==> config.mk <==
export PLATFORM = sky130hd
export DESIGN_NAME = tdm_fsync_gen
export DESIGN_NICKNAME = d
export VERILOG_FILES = /design/src/rtl/tdm_fsync_pkg.sv /design/src/rtl/tdm_cfg_check.sv /design/src/rtl/tdm_slave_align.sv /design/src/rtl/tdm_frame_counter.sv /design/src/rtl/tdm_sync_shaper.sv /design/src/rtl/tdm_fsync_gen.sv
export SDC_FILE = /design/constraint.sdc
export NUM_CORES = 1
export LEC_CHECK = 0
export ABC_AREA = 1
export CORE_UTILIZATION = 50
export CTS_CLUSTER_DIAMETER = 200
export DETAILED_ROUTE_END_ITERATION = 8
export DONT_BUFFER_PORTS = 1
export SLEW_MARGIN = 5
export SYNTH_ARGS = -nofsm -noshare
export SYNTH_HDL_FRONTEND = slang
export SYNTH_SLANG_ARGS = --single-unit
==> constraint.sdc <==
create_clock -name clk -period 2 [get_ports clk]
set_input_delay 0.3 -clock clk [delete_from_list [all_inputs] [get_ports clk]]
set_output_delay 0.3 -clock clk [all_outputs]
set_load 0.1 [all_outputs]
==> src/rtl/tdm_fsync_pkg.sv <==
package tdm_fsync_pkg;

  typedef enum logic [1:0] {
    SHAPE_PULSE_LATE  = 2'd0,
    SHAPE_PULSE_EARLY = 2'd1,
    SHAPE_SLOT_WIDE   = 2'd2
  } fs_shape_e;

  function automatic fs_shape_e shape_of(input logic long_sel, input logic early_sel);
    fs_shape_e s;
    if (long_sel)       s = SHAPE_SLOT_WIDE;
    else if (early_sel) s = SHAPE_PULSE_EARLY;
    else                s = SHAPE_PULSE_LATE;
    return s;
  endfunction

endpackage

==> src/rtl/tdm_cfg_check.sv <==
module tdm_cfg_check #(
  parameter int DIV_W  = 10,
  parameter int SLEN_W = 6,
  parameter int SCNT_W = 4
) (
  input  logic              clk,
  input  logic              rst_n,
  input  logic [DIV_W-1:0]  frame_div,
  input  logic [SLEN_W-1:0] slot_len,
  input  logic [SCNT_W-1:0] tx_slots,
  input  logic [SCNT_W-1:0] rx_slots,
  input  logic              long_sync,
  output logic              cfg_err
);
  localparam int LEN_W  = DIV_W + 1;
  localparam int PROD_W = SLEN_W + SCNT_W;
  localparam int CMP_W  = (LEN_W > PROD_W) ? LEN_W : PROD_W;

  logic [SCNT_W-1:0] max_slots;
  logic [PROD_W-1:0] need_bits;
  logic [CMP_W-1:0]  frame_len;
  logic [CMP_W-1:0]  need_ext;
  logic [CMP_W-1:0]  slen_ext;
  logic              too_short;
  logic              long_bad;
  logic              zero_slot;
  logic              err_d;
  logic              err_q;

  always_comb begin
    max_slots = (tx_slots > rx_slots) ? tx_slots : rx_slots;
    need_bits = {{SCNT_W{1'b0}}, slot_len} * {{SLEN_W{1'b0}}, max_slots};
    frame_len = CMP_W'(frame_div) + CMP_W'(1);
    need_ext  = CMP_W'(need_bits);
    slen_ext  = CMP_W'(slot_len);
    too_short = frame_len < need_ext;
    zero_slot = (slot_len == '0);
    long_bad  = long_sync
              && ((tx_slots <= SCNT_W'(1)) || (rx_slots <= SCNT_W'(1)))
              && (frame_len <= slen_ext);
    err_d     = too_short | long_bad | zero_slot;
  end

  always_ff @(posedge clk or negedge rst_n) begin
    if (!rst_n) err_q <= 1'b0;
    else        err_q <= err_d;
  end

  assign cfg_err = err_q;

endmodule

==> src/rtl/tdm_slave_align.sv <==
module tdm_slave_align (
  input  logic clk,
  input  logic rst_n,
  input  logic run,
  input  logic adv,
  input  logic slave_mode,
  input  logic early_short,
  input  logic sync_in,
  output logic load,
  output logic load_zero
);
  logic prev_q;
  logic prev_d;

  always_comb begin
    prev_d = prev_q;
    if (!run)     prev_d = 1'b0;
    else if (adv) prev_d = sync_in;
  end

  always_ff @(posedge clk or negedge rst_n) begin
    if (!rst_n) prev_q <= 1'b0;
    else        prev_q <= prev_d;
  end

  assign load      = run & slave_mode & adv & sync_in & ~prev_q;
  assign load_zero = early_short;

endmodule

==> src/rtl/tdm_frame_counter.sv <==
module tdm_frame_counter #(
  parameter int DIV_W  = 10,
  parameter int SLEN_W = 6
) (
  input  logic              clk,
  input  logic              rst_n,
  input  logic              run,
  input  logic              adv,
  input  logic              load,
  input  logic              load_zero,
  input  logic [DIV_W-1:0]  frame_div,
  input  logic [SLEN_W-1:0] slot_len,
  output logic [DIV_W-1:0]  pos,
  output logic [SLEN_W-1:0] bit_idx,
  output logic [DIV_W-1:0]  slot_idx
);
  logic [DIV_W-1:0]  pos_q,  pos_d;
  logic [SLEN_W-1:0] bit_q,  bit_d;
  logic [DIV_W-1:0]  slot_q, slot_d;
  logic              slot_end;

  assign slot_end = (bit_q == slot_len - SLEN_W'(1));

  always_comb begin
    pos_d  = pos_q;
    bit_d  = bit_q;
    slot_d = slot_q;
    if (!run) begin
      pos_d  = '0;
      bit_d  = '0;
      slot_d = '0;
    end else if (adv) begin
      if (load) begin
        if (load_zero) begin
          pos_d  = '0;
          bit_d  = '0;
          slot_d = '0;
        end else begin
          pos_d = DIV_W'(1);
          if (slot_len == SLEN_W'(1)) begin
            bit_d  = '0;
            slot_d = DIV_W'(1);
          end else begin
            bit_d  = SLEN_W'(1);
            slot_d = '0;
          end
        end
      end else if (pos_q >= frame_div) begin
        pos_d  = '0;
        bit_d  = '0;
        slot_d = '0;
      end else begin
        pos_d = pos_q + DIV_W'(1);
        if (slot_end) begin
          bit_d  = '0;
          slot_d = slot_q + DIV_W'(1);
        end else begin
          bit_d  = bit_q + SLEN_W'(1);
        end
      end
    end
  end

  always_ff @(posedge clk or negedge rst_n) begin
    if (!rst_n) begin
      pos_q  <= '0;
      bit_q  <= '0;
      slot_q <= '0;
    end else begin
      pos_q  <= pos_d;
      bit_q  <= bit_d;
      slot_q <= slot_d;
    end
  end

  assign pos      = pos_q;
  assign bit_idx  = bit_q;
  assign slot_idx = slot_q;

endmodule

==> src/rtl/tdm_sync_shaper.sv <==
module tdm_sync_shaper
  import tdm_fsync_pkg::*;
#(
  parameter int DIV_W  = 10,
  parameter int SLEN_W = 6
) (
  input  logic              drive,
  input  fs_shape_e         shape,
  input  logic [DIV_W-1:0]  pos,
  input  logic [DIV_W-1:0]  frame_div,
  input  logic [SLEN_W-1:0] slot_len,
  output logic              fsync
);
  localparam int PW = (DIV_W > SLEN_W) ? DIV_W : SLEN_W;

  logic raw;

  always_comb begin
    unique case (shape)
      SHAPE_PULSE_EARLY: raw = (pos == frame_div);
      SHAPE_SLOT_WIDE:   raw = (PW'(pos) < PW'(slot_len));
      default:           raw = (pos == '0);
    endcase
  end

  assign fsync = drive & raw;

endmodule

==> src/rtl/tdm_fsync_gen.sv <==
module tdm_fsync_gen
  import tdm_fsync_pkg::*;
#(
  parameter int DIV_W  = 10,
  parameter int SLEN_W = 6,
  parameter int SCNT_W = 4
) (
  input  logic              clk,
  input  logic              rst_n,
  input  logic              bclk_en,
  input  logic              glb_en,
  input  logic              slave_mode,
  input  logic              long_sync,
  input  logic              early_pos,
  input  logic [DIV_W-1:0]  frame_div,
  input  logic [SLEN_W-1:0] slot_len,
  input  logic [SCNT_W-1:0] tx_slots,
  input  logic [SCNT_W-1:0] rx_slots,
  input  logic              sync_in,
  output logic              fsync,
  output logic              sof,
  output logic [SLEN_W-1:0] bit_idx,
  output logic [DIV_W-1:0]  slot_idx,
  output logic              cfg_err
);
  fs_shape_e        shape;
  logic             run;
  logic             err;
  logic             load;
  logic             load_zero;
  logic [DIV_W-1:0] pos;

  assign shape = shape_of(long_sync, early_pos);
  assign run   = glb_en & ~err;

  tdm_cfg_check #(.DIV_W(DIV_W), .SLEN_W(SLEN_W), .SCNT_W(SCNT_W)) u_check (
    .clk(clk), .rst_n(rst_n), .frame_div(frame_div), .slot_len(slot_len),
    .tx_slots(tx_slots), .rx_slots(rx_slots), .long_sync(long_sync),
    .cfg_err(err)
  );

  tdm_slave_align u_align (
    .clk(clk), .rst_n(rst_n), .run(run), .adv(bclk_en),
    .slave_mode(slave_mode), .early_short(shape == SHAPE_PULSE_EARLY),
    .sync_in(sync_in), .load(load), .load_zero(load_zero)
  );

  tdm_frame_counter #(.DIV_W(DIV_W), .SLEN_W(SLEN_W)) u_count (
    .clk(clk), .rst_n(rst_n), .run(run), .adv(bclk_en), .load(load),
    .load_zero(load_zero), .frame_div(frame_div), .slot_len(slot_len),
    .pos(pos), .bit_idx(bit_idx), .slot_idx(slot_idx)
  );

  tdm_sync_shaper #(.DIV_W(DIV_W), .SLEN_W(SLEN_W)) u_shape (
    .drive(run & ~slave_mode), .shape(shape), .pos(pos),
    .frame_div(frame_div), .slot_len(slot_len), .fsync(fsync)
  );

  assign sof     = run & (pos == '0);
  assign cfg_err = err;

endmodule

* After elaboration in Yosys (flattened, before gate mapping)
Cells that the tools add are included.
** Storage, ports and cells
- Register bits after elaboration :: 28
- Output and inout bits :: 19
- Logic and storage cells :: 69
** Operators by class
- Equality and inequality tests :: 7
- $mul :: 1
- Multiplexer cells :: 25
- Add/sub/neg operators :: 5
- Reductions and logical operators :: 6
- Order comparisons :: 7
- Bitwise operators :: 13
** Operators by type and width (number)
- two-way mux 10 bit :: 10
- two-way mux 6 bit :: 6
- adder 10 x 1 -> 10 bit (second input constant) :: 2
- adder 10 x 1 -> 11 bit (second input constant) :: 1
- less-or-equal comparator 11 x 6 -> 1 bit :: 1
- less-than comparator 11 x 10 -> 1 bit :: 1
- == test 10 bit :: 1
- greater-or-equal comparator 10 bit :: 1
- logical NOT 10 bit :: 1
- less-than comparator 10 x 6 -> 1 bit :: 1
- multiplier 6 x 4 -> 10 bit :: 1
- bitwise AND 1 bit :: 8
- less-or-equal comparator 4 x 1 -> 1 bit (second input constant) :: 2
- adder 6 x 1 -> 6 bit (second input constant) :: 1
- == test 6 x 1 -> 1 bit (second input constant) :: 1
- == test 6 bit :: 1
- logical NOT 6 bit :: 1
- two-way mux 1 bit :: 6
- subtractor 6 x 1 -> 6 bit (second input constant) :: 1
- > comparator 4 bit :: 1
- two-way mux 4 bit :: 1
- != test 4 x 1 -> 1 bit (second input constant) :: 1
- inverter 1 bit :: 3
- == test 2 x 1 -> 1 bit (second input constant) :: 1
- 8 further kinds :: 10

* Logic depth before layout (Yosys ltp)
Gate-level depths: netlist (run 1).
- Depth in word-level cells :: 9
- Mapped depth :: 30
- Gate-level depth less buffers :: 30

* Cells and area by module
A second synthesis (run 1) with hierarchy kept.
** Second synthesis, totals
- Cell total of the unflattened synthesis :: 653
- Area total of the unflattened synthesis :: 4155.2 um^2
** Modules (own cells, without submodules)
- tdm_frame_counter :: seq. area each 650.6 um^2, area an instance 2109.5 um^2, times used 1, cells an instance 304
- tdm_cfg_check :: seq. area each 25.0 um^2, area an instance 1448.9 um^2, times used 1, cells an instance 223
- tdm_sync_shaper :: seq. area each 0.0 um^2, area an instance 440.4 um^2, times used 1, cells an instance 94
- tdm_fsync_gen :: seq. area each 0.0 um^2, area an instance 90.1 um^2, times used 1, cells an instance 22
- tdm_slave_align :: seq. area each 25.0 um^2, area an instance 66.3 um^2, times used 1, cells an instance 10

* Worst setup path after synthesis (run 1)
OpenSTA, ideal clock, no wires.
- Kind :: in2reg
- From :: input rx_slots[3]
- To :: register u_check.err_q (netlist: u_check.cfg_err)
- Path buffers :: 0
- Stages on the path :: 28
- Data arrival time :: 4.395 ns
- Slack :: -2.460 ns
- Required time :: 1.935 ns
- Path through :: inv_1 > ha_1 > nand2_1 > inv_1 > nand2_1 > nand2_1 > nand2_1 > o21a_1 > inv_1 > nor2_1 > fa_1 > inv_1 > fa_1 > inv_1 > ha_1 > a21oi_1 > nand2_1 > nand2_1 > nand2_1 > a21oi_1 > xor2_1 > ha_1 > a21oi_1 > nor2_1 > or2_2 > a211oi_1 > nand2_1 > nand2_1
** On the way
- Word-level cells in the longest chain between the ends :: 6
- Elaborated cells on any way between the ends :: 10
- Classes of those cells :: mul (1); order compare (3); mux (1); bitwise (2); reduce/logical (3)
** RTL lines
- from (decl) :: RTL line tdm_fsync_gen.sv:18 : input logic [SCNT_W-1:0] rx_slots,
- > comparator 4 bit / less-or-equal comparator 4 x 1 -> 1 bit (equally long branches) :: RTL line tdm_cfg_check.sv:31, tdm_cfg_check.sv:39
- two-way mux 4 bit / logical OR 1 bit (equally long branches) :: RTL line tdm_cfg_check.sv:31, tdm_cfg_check.sv:39
- multiplier 6 x 4 -> 10 bit / logical AND 1 bit (equally long branches) :: RTL line tdm_cfg_check.sv:32, tdm_cfg_check.sv:39
- less-than comparator 11 x 10 -> 1 bit / logical AND 1 bit (equally long branches) :: RTL line tdm_cfg_check.sv:36, tdm_cfg_check.sv:40
- OR 1 bit (*) (2 in series) :: RTL line tdm_cfg_check.sv:41 : err_d = too_short | long_bad | zero_slot;
- named net u_check.err_d :: RTL line tdm_cfg_check.sv:27 : logic err_d;
- to (signal assigned) :: RTL line tdm_cfg_check.sv:46 : else err_q <= err_d;
- to (decl) :: RTL line tdm_cfg_check.sv:28 : logic err_q;
Mark *: on every way through the listed nets, which the timed path passes. The rest lies on a longest branch.
A chain may end at the register's enable or synchronous reset.

* Worst setup path in the final report (run 1)
Same ends and word-level chain as after synthesis.

==> implementation parameters, run 1 <==
Parameter                              Value

Cells and area
  Antenna Cells ... 0
  Nets ... 750
  Commonest non-fill, non-tap cell in the layout ... sky130_fd_sc_hd__nand2_1
  Post-layout instance area ... 5000 sq um
  Highest-count cells in the layout ignoring fill and taps ... sky130_fd_sc_hd__nand2_1, sky130_fd_sc_hd__inv_1, sky130_fd_sc_hd__buf_4, sky130_fd_sc_hd__nor2_1, sky130_fd_sc_hd__ha_1
  Fraction of layout cells with a size suffix above 1 ... 26.0%
  Signed area change from the synthesized netlist to the final layout ... 33.4%

STA
  Post-route worst hold slack ... 0.150 ns
  Unrepaired setup endpoints after global routing ... true
  Max Fclk ... 254 MHz
  Headroom to the max-slew limit ... 71.0%
  Number of pins with negative max-slew slack in the final report ... 0
  Setup WS post-layout ... -1.93 ns
  Endpoints failing setup ... 3
  Post-route clock skew ... 0.00751 ns
  Transition at the pin with the smallest max-transition slack ... 0.433 ns
  Post-route clock period utilization ... 197%
  Final hold violation count ... 0
  Post-route minimum period ... 3.93 ns

Global route
  Via count of the first global-routing pass ... 3572
  Wire length of the first global-routing pass ... 15500 um
  Total grt overflow ... 0
  Maximum number of pins on one net before global-route repair ... 29
  Number of antenna violations at the first check in global routing ... 0
  Overall routing resource usage ... 25.4%

Power and ir drop
  Leakage component of the power ... 2.64 nW
  Max VDD drop ... 0.700 mV
  P per Cell Area ... 675 nW/um^2

Synthesis
  Share of the synthesized area in the top cell type ... 18.7%
  Cell type with the largest total area after synthesis ... sky130_fd_sc_hd__dfrtp_1
  Number of distinct library cells after synthesis ... 36
  Number of warning messages in the yosys log ... 0
  Cell types occupying the most area after synthesis ... sky130_fd_sc_hd__dfrtp_1, sky130_fd_sc_hd__ha_1, sky130_fd_sc_hd__nand2_1
  Register bit count reported by yosys ... 28
  Mapped Area ... 3750 sq um
  Total nets after synthesis ... 666
  Number of instances in the synthesized netlist ... 570
  Synthesized area per cell ... 6.58 sq um
  Sequential element share of the synthesized area ... 18.7%

Job
  Max cap viols ... 0

Status
  Run status ... finished, violations left
  Failing checks ... negative setup slack

Clock tree
  Number of H-tree levels ... 1
  Number of clock buffers inserted by TritonCTS ... 3
  Clock latency of the later-clocked register in the worst-skew pair ... 0.29 ns
  TritonCTS clock tree ... built
  Clock sink total ... 28
  Clock-pin transition on the worst setup and hold timing paths ... 0.11 ns
  Maximum clock path buffer count ... 2
  Root Driver ... sky130_fd_sc_hd__clkbuf_8

Place
  Cell area after placement ... 4480 sq um
  Half-perimeter wire length after placement ... 7770 um
  Routability cong. ... 0.892
  Buffers on Ports ... 0

Floorplan
  Die height ... 88.6 um
  Chip Width ... 88.6 um
  Core area ... 7250 sq um
  Total Die Area ... 7850 sq um
  Boundary Pins ... 51
  Starting density of the core ... 51.7%
  Number of standard-cell rows in the floorplan ... 31

Setup path
  Setup slack on the worst flop-to-flop path ... 0.04 ns
  Worst Path Arrival ... 4.17 ns
  Crit path max fanout ... 7
  Critical path start-end classification ... in2reg
  Type of destination of the critical path ... flop
  R2R depth ... 12
  RR Endpoint ... u_count.slot_idx[7]$_DFFE_PN0P_
  Critical path launch point type ... primary input
  Worst Path Required ... 2.24 ns
  Crit Reg-Reg Startpoint ... u_count.pos[8]$_DFFE_PN0P_

Drt
  Vias after detailed routing ... 3857
  Drt initial violations ... 159
  # DRC ... 0
  Antenna Nets Post-Route ... 0
  Number of optimization iterations in the first detailed-route pass ... 6
  Average detailed-routed wire length per instance ... 13.4 um
  Average via count per standard cell ... 5.13
  Detailed Route WL ... 10100 um

Worst hold path
  Number of cells on the worst hold path ... 2
  Start point of the worst min-delay path ... sync_in
  Endpoint, Worst Hold ... u_align.prev_q$_DFFE_PN0P_
  Worst min-delay path class ... in2reg
==> cells in the mapped netlist <==
| cell type | number |
|---|---|
| sky130_fd_sc_hd__o21bai_1 | 1 |
| sky130_fd_sc_hd__o22ai_2 | 1 |
| sky130_fd_sc_hd__nand3_2 | 1 |
| sky130_fd_sc_hd__nand4_1 | 19 |
| sky130_fd_sc_hd__xnor2_1 | 8 |
| sky130_fd_sc_hd__fa_1 | 8 |
| sky130_fd_sc_hd__a211oi_1 | 1 |
| sky130_fd_sc_hd__ha_1 | 56 |
| sky130_fd_sc_hd__o22ai_1 | 1 |
| sky130_fd_sc_hd__and3_1 | 1 |
| sky130_fd_sc_hd__nor2_2 | 4 |
| sky130_fd_sc_hd__nor3_1 | 8 |
| sky130_fd_sc_hd__nand2_1 | 156 |
| sky130_fd_sc_hd__o2111ai_1 | 1 |
| sky130_fd_sc_hd__buf_8 | 1 |
| sky130_fd_sc_hd__or2_2 | 1 |
| sky130_fd_sc_hd__xor2_1 | 14 |
| sky130_fd_sc_hd__a21o_1 | 2 |
| sky130_fd_sc_hd__o211ai_1 | 1 |
| sky130_fd_sc_hd__inv_1 | 93 |
| sky130_fd_sc_hd__nor3b_1 | 4 |
| sky130_fd_sc_hd__dfrtp_1 | 28 |
| sky130_fd_sc_hd__buf_2 | 4 |
| sky130_fd_sc_hd__nand3b_1 | 2 |
| sky130_fd_sc_hd__nand2_2 | 2 |
| sky130_fd_sc_hd__clkbuf_1 | 1 |
| sky130_fd_sc_hd__nor2_4 | 1 |
| sky130_fd_sc_hd__inv_2 | 2 |
| sky130_fd_sc_hd__o21ai_0 | 7 |
| sky130_fd_sc_hd__o21a_1 | 4 |
| sky130_fd_sc_hd__nand3_1 | 37 |
| sky130_fd_sc_hd__a21oi_1 | 27 |
| sky130_fd_sc_hd__nand2_4 | 1 |
| sky130_fd_sc_hd__a21oi_2 | 1 |
| sky130_fd_sc_hd__nor4_1 | 1 |
| sky130_fd_sc_hd__nor2_1 | 70 |
==> logic make-up after synthesis <==
logic type	Yosys count	share of synthesized area, %
AO/OA/AOI/OAI	47	7.31
AND/OR/NAND/NOR	308	35.4
buffers and inverters	101	10.5
XOR/XNOR	22	5.14
adder cells (fa/ha/maj)	64	23.0
flip-flops	28	18.7
==> per-stage QoR <==
stage,utilization [%],worst slack (ns),total power [mW],instances,TNS (ns)
4_1_cts,64.8,-1.91,3.21,739,-2.13
3_5_place_dp,61.7,-2.29,2.68,727,-2.29
3_3_place_gp,61.7,-2.18,2.63,727,-2.18
5_1_grt,68.9,-2.17,3.63,752,-2.59
6_report,68.9,-1.93,3.38,752,-2.17
2_1_floorplan,-,-2.08,2.11,570,-3.45
==> area by class of cell <==
cell class	instances	area, sq um
Tap cell	99	124
Sequential cell	28	708
Fill cell	663	2250
Clock inverter	1	30.0
Clock buffer	3	41.3
Inverter	95	384
Multi-Input combinational cell	441	3000
Timing Repair Buffer	85	718
==> how the worst max path moves through the flow <==
stage | from | end | slack (ns) | cells after the start
2_1_floorplan | rx_slots[3] | u_check.cfg_err$_DFF_PN0_ | -2.08 | 28
3_3_place_gp | rx_slots[1] | u_check.cfg_err$_DFF_PN0_ | -2.18 | 28
3_5_place_dp | tx_slots[0] | u_check.cfg_err$_DFF_PN0_ | -2.29 | 29
4_1_cts | rx_slots[1] | u_check.cfg_err$_DFF_PN0_ | -1.91 | 28
5_1_grt | rx_slots[1] | u_check.cfg_err$_DFF_PN0_ | -2.17 | 27
6_report | rx_slots[3] | u_check.cfg_err$_DFF_PN0_ | -1.93 | 28
==> layer usage <==
layer	up-vias	track usage (%)	wire length, um	share of wire [%]
li1	1991	-	-	-
met1	1758	33.2	4610	46
met2	93	44.7	4900	49
met3	15	2.43	419	4.2
met4	0	7.18	140	1.4
met5	-	0	0	0
==> registers in the layout, summed over array words and instances (netlist names) <==
signal,cells
u_count.slot_idx,10
u_count.pos,10
u_align.prev_q,1
u_check.cfg_err,1
u_count.bit_idx,6
==> worst max-delay path: stages <==
cell                       delay (ns)
sky130_fd_sc_hd__inv_12          0.02
sky130_fd_sc_hd__ha_4            0.24
sky130_fd_sc_hd__nand2_1         0.06
sky130_fd_sc_hd__inv_2           0.06
sky130_fd_sc_hd__nand2_1         0.05
sky130_fd_sc_hd__nand2_2         0.09
sky130_fd_sc_hd__nand2_4         0.08
sky130_fd_sc_hd__o21a_1          0.20
sky130_fd_sc_hd__inv_2           0.08
sky130_fd_sc_hd__nor2_2          0.04
sky130_fd_sc_hd__fa_1            0.55
sky130_fd_sc_hd__inv_2           0.04
sky130_fd_sc_hd__fa_1            0.51
sky130_fd_sc_hd__inv_2           0.05
sky130_fd_sc_hd__ha_4            0.28
sky130_fd_sc_hd__nand3_2         0.08
sky130_fd_sc_hd__nand2_1         0.08
sky130_fd_sc_hd__nand2_1         0.07
sky130_fd_sc_hd__nand2_1         0.08
sky130_fd_sc_hd__a21oi_2         0.05
sky130_fd_sc_hd__xor2_1          0.15
sky130_fd_sc_hd__ha_1            0.32
sky130_fd_sc_hd__a21oi_2         0.14
sky130_fd_sc_hd__nor2_1          0.05
sky130_fd_sc_hd__or2_4           0.24
sky130_fd_sc_hd__a211oi_2        0.14
sky130_fd_sc_hd__nand2_1         0.07
sky130_fd_sc_hd__nand2_1         0.05
==> report_power, final <==
group,internal [mW],switching (mW),total [mW]
Sequential,0.612,0.0667,0.679
Clock,0.269,0.205,0.474
Combinational,0.904,1.32,2.22
Total,1.78,1.59,3.38
==> timing repair <==
item                       in CTS  in global routing
setup endpoints to repair       3                 19
buffers inserted                6                 12
gates cloned                    0                  1
hold buffers                    2                  0
pin swaps                      15                 32
gates resized for setup        19                 43
hold endpoints to repair       28                  0
No activity file was read; power rests on OpenSTA's default activity.
==> run 2, diff against run 1 <==
Settings changed: ABC_AREA 1 to default.
==> implementation parameters, run 2 <==
Parameter                              Value

Synthesis
  Number of distinct library cells after synthesis ... 49
  Share of flip-flops with an asynchronous set or reset after synthesis ... 100%
  Adder-cell area share of the yosys netlist ... 25.0%
  Cell types occupying the most area after synthesis ... sky130_fd_sc_hd__dfrtp_1, sky130_fd_sc_hd__ha_1, sky130_fd_sc_hd__o21ai_0
  Number of warning messages in the yosys log ... 0
  Mapped Area ... 3440 sq um
  Share of the synthesized area in the top cell type ... 20.4%
  Xor and xnor fraction of the mapped netlist area ... 5.85%
  Top flip-flop cell by instance count after synthesis ... sky130_fd_sc_hd__dfrtp_1
  Most instantiated cells after synthesis ... sky130_fd_sc_hd__ha_1, sky130_fd_sc_hd__inv_1, sky130_fd_sc_hd__o21ai_0
  Largest family of logic cells by synthesized area ... adder cells
  Cell type with the largest total area after synthesis ... sky130_fd_sc_hd__dfrtp_1
  Synthesized area per cell ... 8.10 sq um
  Simple-gate portion of the synthesized area ... 22.9%
  Post-synth EDFFs ... 0
  Sequential element share of the synthesized area ... 20.4%
  Library cell with the highest instance count after synthesis ... sky130_fd_sc_hd__ha_1
  Number of instances in the synthesized netlist ... 425
  Total nets after synthesis ... 521
  Register bit count reported by yosys ... 28
  Share of synthesized area spent on multiplexers ... 1.49%
  Share of the synthesized area in compound gates (AO/OA/AOI/OAI) ... 19.1%

STA
  Summed negative setup slack over all endpoints ... -7.11 ns
  Endpoints failing setup ... 26
  Unrepaired setup endpoints after global routing ... true
  Post-route minimum period ... 4.48 ns
  Transition at the pin with the smallest max-transition slack ... 0.518 ns
  Setup WS post-layout ... -2.48 ns
  Max Fclk ... 223 MHz
  Headroom to the max-slew limit ... 65.5%
  Post-route worst hold slack ... 0.0831 ns
  Number of pins with negative max-slew slack in the final report ... 0
  Post-route clock period utilization ... 224%
  Post-route clock skew ... 0.00294 ns
  Final hold violation count ... 0

Place
  Total placed cells including tap cells ... 581
  Half-perimeter wire length after placement ... 7510 um
  Routability cong. ... 0.857
  Cell area after placement ... 4390 sq um
  Post-place setup slack ... -2.91 ns
  Buffers on Ports ... 0

Setup path
  Critical path start-end classification ... in2reg
  Critical path launch point type ... primary input
  Worst Path Required ... 2.16 ns
  Crit path max fanout ... 4
  Type of destination of the critical path ... flop
  Crit-path slowest cell ... sky130_fd_sc_hd__fa_1
  Chain of cells forming the critical path ... ha_4 > nor2b_4 > o21a_1 > o21a_1 > o21ai_4 > buf_12 > mux2i_4 > nand2b_4 > fa_1 > fa_1 > inv_2 > fa_2 > a21o_1 > a21oi_2 > buf_4 > buf_4 > xnor2_1 > ha_1 > nand4_1 > nor2_1 > nor2_1 > a21o_1 > o311ai_1 > o221ai_1
  Maximum cell stage delay along the critical path ... 0.54 ns
  Worst Path Arrival ... 4.64 ns
  Cell class contributing the biggest share of worst-path delay ... adder cells
  Buffers and inverters on the worst path ... 4

Floorplan
  Number of standard-cell rows in the floorplan ... 29
  Starting density of the core ... 53.0%
  Die height ... 85.0 um
  Core area ... 6490 sq um
  Total Die Area ... 7220 sq um
  Chip Width ... 85.0 um
  Boundary Pins ... 51

Status
  Failing checks ... design-rule violations, negative setup slack
  Run status ... finished, violations left

Global route
  Maximum number of pins on one net before global-route repair ... 29
  Total grt overflow ... 0
  Global Route met2 Usage ... 51.5%
  Number of antenna violations at the first check in global routing ... 0
  Wire length of the first global-routing pass ... 16600 um
  Via count of the first global-routing pass ... 3613
  Overall routing resource usage ... 28.8%
  Met1 usage in global routing ... 37.2%
  GR met3 Demand/Resource ... 4.38%
  Global-route layer with the greatest usage ... met2

Cells and area
  Fraction of layout cells with a size suffix above 1 ... 38.3%
  Finished Layout Cells ... 605
  Commonest non-fill, non-tap cell in the layout ... sky130_fd_sc_hd__buf_4
  Post-layout instance area ... 5040 sq um
  Nets ... 625
  Antenna Cells ... 0
  Fraction of the core area covered by cells at the end of the flow ... 77.7%
  Highest-count cells in the layout ignoring fill and taps ... sky130_fd_sc_hd__buf_4, sky130_fd_sc_hd__ha_1, sky130_fd_sc_hd__inv_1, sky130_fd_sc_hd__nor2_1, sky130_fd_sc_hd__nand2_1
  Signed area change from the synthesized netlist to the final layout ... 46.6%

Power and ir drop
  P per Cell Area ... 569 nW/um^2
  Total Power ... 2.87 mW
  Leakage component of the power ... 2.43 nW
  Max VDD drop ... 0.444 mV

Drt
  Average via count per standard cell ... 5.78
  Number of optimization iterations in the first detailed-route pass ... 6
  # DRC ... 3
  Antenna Nets Post-Route ... 0
  Average detailed-routed wire length per instance ... 16.9 um
  Drt initial violations ... 147
  Vias after detailed routing ... 3495
  Detailed Route WL ... 10200 um

Job
  Max cap viols ... 0

Clock tree
  Clock-pin transition on the worst setup and hold timing paths ... 0.11 ns
  Number of H-tree levels ... 1
  Maximum clock path buffer count ... 2
  TritonCTS clock tree ... built
  Clock latency of the later-clocked register in the worst-skew pair ... 0.29 ns
  Clock sink total ... 28
  Root Driver ... sky130_fd_sc_hd__clkbuf_8
  Number of clock buffers inserted by TritonCTS ... 3

Worst hold path
  Worst min-delay path class ... in2reg
==> run 2: cell types whose count changed after synthesis, sizes merged, moves of 5 or more <==
cell / previous run / this run
nand2: 159 / 33
nand4: 19 / 4
a21o: 2 / 8
inv: 95 / 41
nor2: 75 / 34
and3: 1 / 9
o21ai: 7 / 39
a31oi: 0 / 8
o31ai: 0 / 7
xnor2: 8 / 13
nor2b: 0 / 6
nand2b: 0 / 10
nand3: 38 / 26
==> run 2: layout make-up <==
type                            instances  area, sq um
Timing Repair Buffer                  106          948
Sequential cell                        28          713
Tap cell                               77         96.3
Clock buffer                            3         41.3
Inverter                               41          170
Multi-Input combinational cell        349         3040
Fill cell                             489         1450
Clock inverter                          1         30.0
==> run 2: cells by family (layout without fill, tap and decap cells) <==
family,count (synthesis),in the layout
AND/OR/NAND/NOR,153,153
AO/OA/AOI/OAI,104,104
adder cells (fa/ha/maj),64,64
buffers and inverters,48,151
flip-flops,28,28
XOR/XNOR,23,23
multiplexers,5,5
==> run 2: metal layers <==
layer,wire length (um),vias up
met5,0,-
met4,104,0
met3,455,10
met2,5150,75
met1,4530,1687
li1,-,1723
==> run 2: what timing repair did <==
| item | 4_1_cts | 5_1_grt |
|---|---|---|
| endpoints found under the hold margin | 28 | 0 |
| endpoints found under the setup margin | 26 | 29 |
| hold buffers | 2 | 0 |
| setup buffers | 15 | 6 |
| gates resized for setup | 66 | 38 |
| pin swaps | 49 | 23 |
==> run 2: path summary, 6_finish.rpt <==
path,start,end,slack (ns),depth (start not counted)
max reg2reg,u_count.pos[7]$_DFFE_PN0P_,u_count.bit_idx[3]$_DFFE_PN0P_,-0.30,8
max,tx_slots[1],u_check.cfg_err$_DFF_PN0_,-2.48,24
max in group asynchronous,rst_n,u_count.bit_idx[2]$_DFFE_PN0P_,1.34,2
min,bclk_en,u_count.bit_idx[0]$_DFFE_PN0P_,0.08,1
min in group asynchronous,rst_n,u_check.cfg_err$_DFF_PN0_,0.48,2
min reg2reg,u_align.prev_q$_DFFE_PN0P_,u_align.prev_q$_DFFE_PN0P_,0.53,2
==> run 2: power breakdown <==
group,internal (mW),switching (mW)
sequential,0.586,0.0262
clock,0.269,0.208
combinational,0.859,0.921
==> run 3, diff against run 2 <==
Settings changed: ABC_AREA from default to 1, CORE_MARGIN from default to 1.5.
==> implementation parameters, run 3 (synthesis results as in run 1) <==
Parameter                              Value

Status
  Run status ... finished, violations left
  Failing checks ... negative setup slack

Floorplan
  Core area ... 7250 sq um
  Number of standard-cell rows in the floorplan ... 31
  Total Die Area ... 8030 sq um
  Chip Width ... 89.6 um
  Boundary Pins ... 51
  Starting density of the core ... 51.7%
  Die height ... 89.6 um

STA
  Max Fclk ... 253 MHz
  Unrepaired setup endpoints after global routing ... true
  Post-route minimum period ... 3.96 ns
  Endpoints failing setup ... 3
  Transition at the pin with the smallest max-transition slack ... 0.309 ns
  Headroom to the max-slew limit ... 79.4%
  Post-route clock skew ... 0.00653 ns
  Final hold violation count ... 0
  Setup WS post-layout ... -1.96 ns
  Number of pins with negative max-slew slack in the final report ... 0
  Post-route worst hold slack ... 0.140 ns
  Post-route clock period utilization ... 198%

Global route
  Via count of the first global-routing pass ... 3642
  Total grt overflow ... 0
  Wire length of the first global-routing pass ... 16000 um
  Number of antenna violations at the first check in global routing ... 0
  Overall routing resource usage ... 25.6%
  Maximum number of pins on one net before global-route repair ... 29

Clock tree
  Clock sink total ... 28
  Root Driver ... sky130_fd_sc_hd__clkbuf_8
  Clock latency of the later-clocked register in the worst-skew pair ... 0.29 ns
  Number of clock buffers inserted by TritonCTS ... 3
  TritonCTS clock tree ... built
  Number of H-tree levels ... 1
  Clock-pin transition on the worst setup and hold timing paths ... 0.10 ns
  Maximum clock path buffer count ... 2

Power and ir drop
  Max VDD drop ... 0.722 mV
  Leakage component of the power ... 2.61 nW
  P per Cell Area ... 672 nW/um^2
  Total Power ... 3.29 mW

Cells and area
  Commonest non-fill, non-tap cell in the layout ... sky130_fd_sc_hd__nand2_1
  Antenna Cells ... 0
  Signed area change from the synthesized netlist to the final layout ... 30.4%
  Nets ... 749
  Post-layout instance area ... 4890 sq um
  Highest-count cells in the layout ignoring fill and taps ... sky130_fd_sc_hd__nand2_1, sky130_fd_sc_hd__inv_1, sky130_fd_sc_hd__buf_4, sky130_fd_sc_hd__nor2_1, sky130_fd_sc_hd__ha_1
  Fraction of layout cells with a size suffix above 1 ... 24.2%
  Fraction of the core area covered by cells at the end of the flow ... 67.4%

Drt
  Average detailed-routed wire length per instance ... 13.5 um
  Number of optimization iterations in the first detailed-route pass ... 6
  Detailed Route WL ... 10100 um
  Antenna Nets Post-Route ... 0
  Drt initial violations ... 102
  # DRC ... 0
  Average via count per standard cell ... 5.11
  Vias after detailed routing ... 3836

Worst hold path
  Endpoint, Worst Hold ... u_align.prev_q$_DFFE_PN0P_
  Worst min-delay path class ... in2reg
  Start point of the worst min-delay path ... sync_in
  Number of cells on the worst hold path ... 2

Setup path
  Critical path start-end classification ... in2reg
  Worst Path Arrival ... 4.14 ns
  Critical path launch point type ... primary input
  Setup slack on the worst flop-to-flop path ... 0.11 ns
  Maximum cell stage delay along the critical path ... 0.53 ns
  Crit-path slowest cell ... sky130_fd_sc_hd__fa_1
  RR Endpoint ... u_count.slot_idx[3]$_DFFE_PN0P_
  Crit Reg-Reg Startpoint ... u_count.pos[9]$_DFFE_PN0P_
  Crit path max fanout ... 7
  Worst Path Required ... 2.18 ns
  Type of destination of the critical path ... flop
  Cell repeated most along the worst path ... sky130_fd_sc_hd__nand2_1
  R2R depth ... 9

Place
  Buffers on Ports ... 0
  Cell area after placement ... 4530 sq um
  Routability cong. ... 0.921
  Post-place setup slack ... -2.29 ns
  Half-perimeter wire length after placement ... 8010 um

Job
  Max cap viols ... 0
[run 3: changes by cell type in the layout (fill, tap and decap cells not counted), sizes merged, moves of 7 or more]
| cell | before | now |
|---|---|---|
| o21ai | 39 | 7 |
| nor2 | 34 | 75 |
| a31oi | 8 | 0 |
| and3 | 9 | 1 |
| buf | 105 | 83 |
| o31ai | 7 | 0 |
| nand2b | 10 | 0 |
| nand3 | 26 | 38 |
| inv | 40 | 95 |
| nand4 | 4 | 19 |
| nand2 | 33 | 159 |
[run 3: timing repair]
item,in CTS,in global routing
hold endpoints to repair,28,0
gates cloned,0,0
hold buffers,2,0
endpoints found under the setup margin,3,17
pin swaps,16,15
gates resized for setup,19,25
buffers inserted,6,5
[run 3: worst max path at each step]
stage,start,depth (start not counted),endpoint
floorplan,rx_slots[3],28,u_check.cfg_err$_DFF_PN0_
global placement,rx_slots[3],28,u_check.cfg_err$_DFF_PN0_
detailed placement,rx_slots[3],28,u_check.cfg_err$_DFF_PN0_
CTS,rx_slots[3],28,u_check.cfg_err$_DFF_PN0_
global route,tx_slots[0],29,u_check.cfg_err$_DFF_PN0_
finish,rx_slots[1],29,u_check.cfg_err$_DFF_PN0_
[run 3: power by group]
part           total, mW  switching [mW]  internal [mW]
sequential         0.674          0.0618          0.612
clock              0.465           0.196          0.269
combinational       2.15            1.29          0.862
[run 3: cell type report]
cell class	instances	area, sq um
clock buffer	3	41.3
multi-input combinational	441	2930
clock inverter	1	30.0
timing repair buffer	84	678
fill	661	2360
tap	99	124
inverter	95	384
sequential	28	706
[run 3: stage by stage]
stage / TNS, ns / std cells
final: -2.12 / 751
after global placement: -2.17 / 734
after detailed placement: -2.30 / 734
after global routing: -2.63 / 751
after floorplan: -3.45 / 570
after CTS: -2.09 / 746
[run 3: critical path: cells and delay by family]
kind	cells	cell delay (ns)
AO/OA/AOI/OAI	2	0.27
XOR/XNOR	1	0.16
adder cells (fa/ha/maj)	5	1.86
buffers and inverters	5	0.32
AND/OR/NAND/NOR	16	1.23
[run 3: per-layer routing]
layer / wire [um] / GRT usage, %
met5: 0 / 0
met4: 176 / 6.99
met3: 369 / 2.38
met2: 4900 / 45.3
met1: 4660 / 33.2
